`src/rtl/dpba_pkg.sv`:
```
package dpba_pkg;
  typedef enum logic [1:0] {
    LK_NONE       = 2'd0,
    LK_LEFT_LOSES = 2'd1,
    LK_RIGHT_LOSES = 2'd2
  } lock_e;

  localparam int SIDES = 2;
  localparam int SIDE_L = 0;
  localparam int SIDE_R = 1;
endpackage

```
`src/rtl/dpba_port_track.sv`:
```
module dpba_port_track #(
  parameter int ADDR_W = 16
) (
  input  logic              clk,
  input  logic              rst,
  input  logic              en,
  input  logic [ADDR_W-1:0] addr,
  output logic              settled
);
  logic              prev_en;
  logic [ADDR_W-1:0] prev_addr;

  always_ff @(posedge clk) begin
    if (rst) begin
      prev_en   <= 1'b0;
      prev_addr <= '0;
    end else begin
      prev_en   <= en;
      prev_addr <= addr;
    end
  end

  // Port held the same enabled address in the previous cycle.
  assign settled = en & prev_en & (prev_addr == addr);
endmodule

```
`src/rtl/dpba_lock_fsm.sv`:
```
module dpba_lock_fsm
  import dpba_pkg::*;
(
  input  logic  clk,
  input  logic  rst,
  input  logic  arb_on,
  input  logic  match,
  input  logic  l_settled,
  input  logic  r_settled,
  output lock_e lock_next,
  output lock_e lock_q
);
  always_comb begin
    lock_next = LK_NONE;
    if (arb_on && match) begin
      if (lock_q != LK_NONE)
        lock_next = lock_q;
      else if (r_settled && !l_settled)
        lock_next = LK_LEFT_LOSES;
      else
        lock_next = LK_RIGHT_LOSES;
    end
  end

  always_ff @(posedge clk) begin
    if (rst) lock_q <= LK_NONE;
    else     lock_q <= lock_next;
  end

  AST_LOCK_HOLD: assert property (@(posedge clk) disable iff (rst)
    (arb_on && match && lock_q != LK_NONE) |=> (lock_q == $past(lock_q)));
  AST_FIRST_WINS: assert property (@(posedge clk) disable iff (rst)
    (arb_on && match && lock_q == LK_NONE && l_settled && !r_settled)
      |=> (lock_q == LK_RIGHT_LOSES));
endmodule

```
`src/rtl/dual_port_busy_arbiter.sv`:
```
module dual_port_busy_arbiter
  import dpba_pkg::*;
#(
  parameter int ADDR_W = 16
) (
  input  logic              clk,
  input  logic              rst,
  input  logic              master_mode,
  input  logic              l_en,
  input  logic [ADDR_W-1:0] l_addr,
  input  logic              l_wr,
  input  logic              r_en,
  input  logic [ADDR_W-1:0] r_addr,
  input  logic              r_wr,
  input  logic              l_busy_in_n,
  input  logic              r_busy_in_n,
  output logic              l_busy_n,
  output logic              r_busy_n,
  output logic              l_wr_ok,
  output logic              r_wr_ok
);
  logic [SIDES-1:0]             en_v;
  logic [SIDES-1:0]             wr_v;
  logic [SIDES-1:0]             ext_ok_v;
  logic [SIDES-1:0][ADDR_W-1:0] addr_v;
  logic [SIDES-1:0]             settled_v;
  logic [SIDES-1:0]             loses_next;
  logic [SIDES-1:0]             wr_ok_q;
  logic                         match;
  lock_e                        lock_next;
  lock_e                        lock_q;

  assign en_v     = {r_en, l_en};
  assign wr_v     = {r_wr, l_wr};
  assign ext_ok_v = {r_busy_in_n, l_busy_in_n};
  assign addr_v   = {r_addr, l_addr};

  assign match = l_en & r_en & (l_addr == r_addr);

  for (genvar s = 0; s < SIDES; s++) begin : g_side
    dpba_port_track #(.ADDR_W(ADDR_W)) u_track (
      .clk     (clk),
      .rst     (rst),
      .en      (en_v[s]),
      .addr    (addr_v[s]),
      .settled (settled_v[s])
    );
  end

  dpba_lock_fsm u_lock (
    .clk       (clk),
    .rst       (rst),
    .arb_on    (master_mode),
    .match     (match),
    .l_settled (settled_v[SIDE_L]),
    .r_settled (settled_v[SIDE_R]),
    .lock_next (lock_next),
    .lock_q    (lock_q)
  );

  assign loses_next[SIDE_L] = (lock_next == LK_LEFT_LOSES);
  assign loses_next[SIDE_R] = (lock_next == LK_RIGHT_LOSES);

  for (genvar s = 0; s < SIDES; s++) begin : g_permit
    always_ff @(posedge clk) begin
      if (rst)              wr_ok_q[s] <= 1'b0;
      else if (master_mode) wr_ok_q[s] <= en_v[s] & wr_v[s] & ~loses_next[s];
      else                  wr_ok_q[s] <= en_v[s] & wr_v[s] & ext_ok_v[s];
    end
  end

  assign l_busy_n = (lock_q != LK_LEFT_LOSES);
  assign r_busy_n = (lock_q != LK_RIGHT_LOSES);
  assign l_wr_ok  = wr_ok_q[SIDE_L];
  assign r_wr_ok  = wr_ok_q[SIDE_R];

  AST_NEVER_BOTH_BUSY: assert property (@(posedge clk) disable iff (rst)
    (l_busy_n || r_busy_n));
  AST_RELEASE_NO_MATCH: assert property (@(posedge clk) disable iff (rst)
    !match |=> (l_busy_n && r_busy_n));
  AST_LEFT_WRITE_BLOCKED: assert property (@(posedge clk) disable iff (rst)
    !l_busy_n |-> !l_wr_ok);
  AST_RIGHT_WRITE_BLOCKED: assert property (@(posedge clk) disable iff (rst)
    !r_busy_n |-> !r_wr_ok);
  AST_SLAVE_QUIET: assert property (@(posedge clk) disable iff (rst)
    !master_mode |=> (l_busy_n && r_busy_n));
  AST_SLAVE_INHIBIT: assert property (@(posedge clk) disable iff (rst)
    (!master_mode && !l_busy_in_n) |=> !l_wr_ok);
  AST_TIE_RIGHT: assert property (@(posedge clk) disable iff (rst)
    (master_mode && match && lock_q == LK_NONE && !settled_v[SIDE_L] && !settled_v[SIDE_R])
      |=> (!r_busy_n && l_busy_n));
endmodule

```
`config.mk`:
```
export PLATFORM = sky130hd
export DESIGN_NAME = dual_port_busy_arbiter
export DESIGN_NICKNAME = d
export VERILOG_FILES = /design/src/rtl/dpba_pkg.sv /design/src/rtl/dpba_port_track.sv /design/src/rtl/dpba_lock_fsm.sv /design/src/rtl/dual_port_busy_arbiter.sv
export SDC_FILE = /design/constraint.sdc
export NUM_CORES = 1
export LEC_CHECK = 0
export ABC_AREA = 1
export BUFFER_PORTS_ARGS = -buffer_cell sky130_fd_sc_hd__buf_2
export CAP_MARGIN = 20
export CORE_UTILIZATION = 57
export DETAILED_ROUTE_END_ITERATION = 6
export PLACE_DENSITY = 0.84
export SYNTH_ARGS = -nofsm -noshare
export SYNTH_HDL_FRONTEND = slang
export SYNTH_SLANG_ARGS = --single-unit
```
`constraint.sdc`:
```
create_clock -name clk -period 3.14 [get_ports clk]
set_input_delay 0.785 -clock clk [delete_from_list [all_inputs] [get_ports clk]]
set_output_delay 0.785 -clock clk [all_outputs]
set_load 0.01 [all_outputs]
```
==> results.json <==
{
  "endpoint_kind": "output port",
  "drv_slew": 0,
  "rsz0062_at_grt": "no",
  "synth_top_area_share_pct": 39.9,
  "worst_slew_pin_slew_ps": 640,
  "synth_seq_cells": 38,
  "grt_pass1_wl_um": 6490,
  "cp_common_cell": "inv_1",
  "cp-start-kind": "flip-flop",
  "synth.distinct_cells": 18,
  "status": "complete, no violations",
  "crit_slowest_cell": "dfxtp_1",
  "drt-initial-drc-count": 65,
  "cp_slowest_stage_delay_ps": 320,
  "n_antenna_cell": 0,
  "die_w_um": 59.8,
  "n_fill_cell": 311,
  "ant_nets": 0,
  "finalCriticalPeriod_ps": 1880,
  "clockBufferDepth": 2,
  "vias": 1851,
  "grt_overflow": 0,
  "synthesis.nets": 356,
  "core-area_um2": 3100,
  "peakVddDrop_v": 0.000334,
  "clock_skew_ps": 6.29,
  "antenna_found_initial": 0,
  "final_cell_mix": "nand2_1 (118), inv_1 (60), nor2_1 (56)",
  "synth_area_leaders": "dfxtp_1 (40%), nand2_1 (23%), inv_1 (12%)",
  "synthMuxAreaShare_pct": 0,
  "crit_buf_inv": 3,
  "post_cts_buffers": 0,
  "cts_num_sinks": 38,
  "powerDensity_nw_per_um2": 406,
  "synthSimpleGateAreaFrac_pct": 39.5,
  "min_period_over_period_pct": 60.0,
  "post_cts_resized": 0,
  "critPathRequiredTime_ps": 2350,
  "finish.instance_area_um2": 2210,
  "syn_area_um2": 1910,
  "hold_violations": 0,
  "gp_congestion": 0.802,
  "rows": 20,
  "grt_pass1_vias": 1672,
  "final_common_cell": "nand2_1",
  "syn-mean-instance-area_um2": 6.05,
  "drc": 0,
  "p_leak_nw": 1.31,
  "ctsHoldBuffers": 0,
  "synth_top_family_by_area": "simple AND/OR/NAND/NOR gates",
  "synth_compound_area_share_pct": 2.62,
  "die_area_um2": 3580,
  "worstPathArrival_ps": 1100,
  "hold_class": "reg -> reg",
  "post_drt_wl_per_cell_um": 9.67,
  "synth_fa_ha_area_share_pct": 0,
  "crit_type": "reg -> out",
  "dr.pass1.iters": 4,
  "clk_pin_slew_worst_paths_ps": 100,
  "finalSetupTns_ps": 0,
  "vias_per_cell": 4.56,
  "setup-violations-final": 0,
  "clock-root-buffer": "clkbuf_4",
  "area_growth_pct": 16.0,
  "htreeDepth": 2,
  "path_cells": "inv_1 -> nor2_1 -> inv_1 -> buf_2",
  "fmax_mhz": 531,
  "ios": 45,
  "fin_nets": 403,
  "yosysTopAreaCell": "dfxtp_1",
  "place_hpwl_um": 3110,
  "synth-xor-area-share_pct": 4.59,
  "insertion_delay_ps": 340,
  "utilization_pct": 71.3,
  "placed_cell_area_um2": 2170,
  "start_util_pct": 61.5,
  "cts_made_buffers": 5,
  "max_cap_viol_count": 0,
  "ys_seq_area_share_pct": 39.9,
  "crit_family": "flip-flops",
  "io_buffer_count": 44,
  "max-slew-margin-rel_pct": 57.3,
  "die_h_um": 59.8,
  "cp_max_fo": 4,
  "grt_util_all_layers_pct": 24.9,
  "cts_tree": "yes",
  "syn_inst": 315,
  "wl_um": 3930,
  "yosysWarnings": 0,
  "grt_start_max_net_pins": 37,
  "drive_gt1_share_pct": 16.0
}
[per-stage QoR]
step | hold WS (ps) | setup WS (ps) | total power [mW] | cells
2_1_floorplan | 543 | 1530 | 0.616 | 315
3_3_place_gp | 577 | 1230 | 0.670 | 399
3_5_place_dp | 582 | 1170 | 0.675 | 399
4_1_cts | 608 | 1240 | 0.907 | 406
5_1_grt | 654 | 1160 | 0.953 | 406
6_report | 604 | 1260 | 0.897 | 406
[metal layers]
layer	GRT usage, %	up-vias	routed length, um
li1	-	1002	-
met1	30.5	786	1810
met2	40.8	54	1810
met3	4.76	9	230
met4	14.3	0	80
met5	0	-	0
[layout make-up]
class	instances	area [um^2]	share of cell area (%)
repair buffers	44	220	9.95
well taps	44	55.1	2.49
flip-flops and latches	38	761	34.4
multi-input cells	209	891	40.3
inverters	64	240	10.9
clock buffers	7	45.0	2.04
[sequential cells by signal, summed over array words and instances, names as in the netlist]
name                      cells
u_lock.lock_q                 2
g_side.u_track.prev_addr     32
g_side.u_track.prev_en        2
l_wr_ok                       1
r_wr_ok                       1
[synth_stat cells]
cell type	count
nand2_1	118
inv_1	60
nor2_1	56
dfxtp_1	38
xor2_1	10
nand3_1	7
clkbuf_1	4
inv_2	4
nor2_2	4
o21ai_1	3
nor3_1	2
o211a_1	2
o21ai_0	2
a21oi_1	1
nand3_2	1
nand4_1	1
nor3b_1	1
or2_0	1
[kinds of logic after synthesis]
family | count (synthesis)
and+or+nand+nor | 191
DFF | 38
AOI/OAI and AO/OA | 8
xor gates and xnor gates | 10
buffers and inverters | 68
[tightest hold or removal path, stage by stage (launching register included)]
cell and delay (ps):
dfxtp_1 320, inv_1 70, nand2_1 100, o21ai_1 60, inv_1 40
[where the power goes]
group          internal (mW)  switching [mW]  total [mW]
Combinational         0.0591          0.0883       0.147
Clock                 0.0844           0.149       0.233
Sequential             0.506          0.0104       0.516
Total                  0.650           0.247       0.897
[path summary, 6_finish.rpt]
path / to / slack, ps / startpoint / depth (start not counted)
min: r_wr_ok / 600 / u_lock.lock_q[0] / 4
min reg2reg: r_wr_ok / 600 / u_lock.lock_q[0] / 4
max: l_busy_n / 1260 / u_lock.lock_q[0] / 4
max reg2reg: l_wr_ok / 1770 / u_lock.lock_q[0] / 12
No activity file was read; power rests on OpenSTA's default activity.
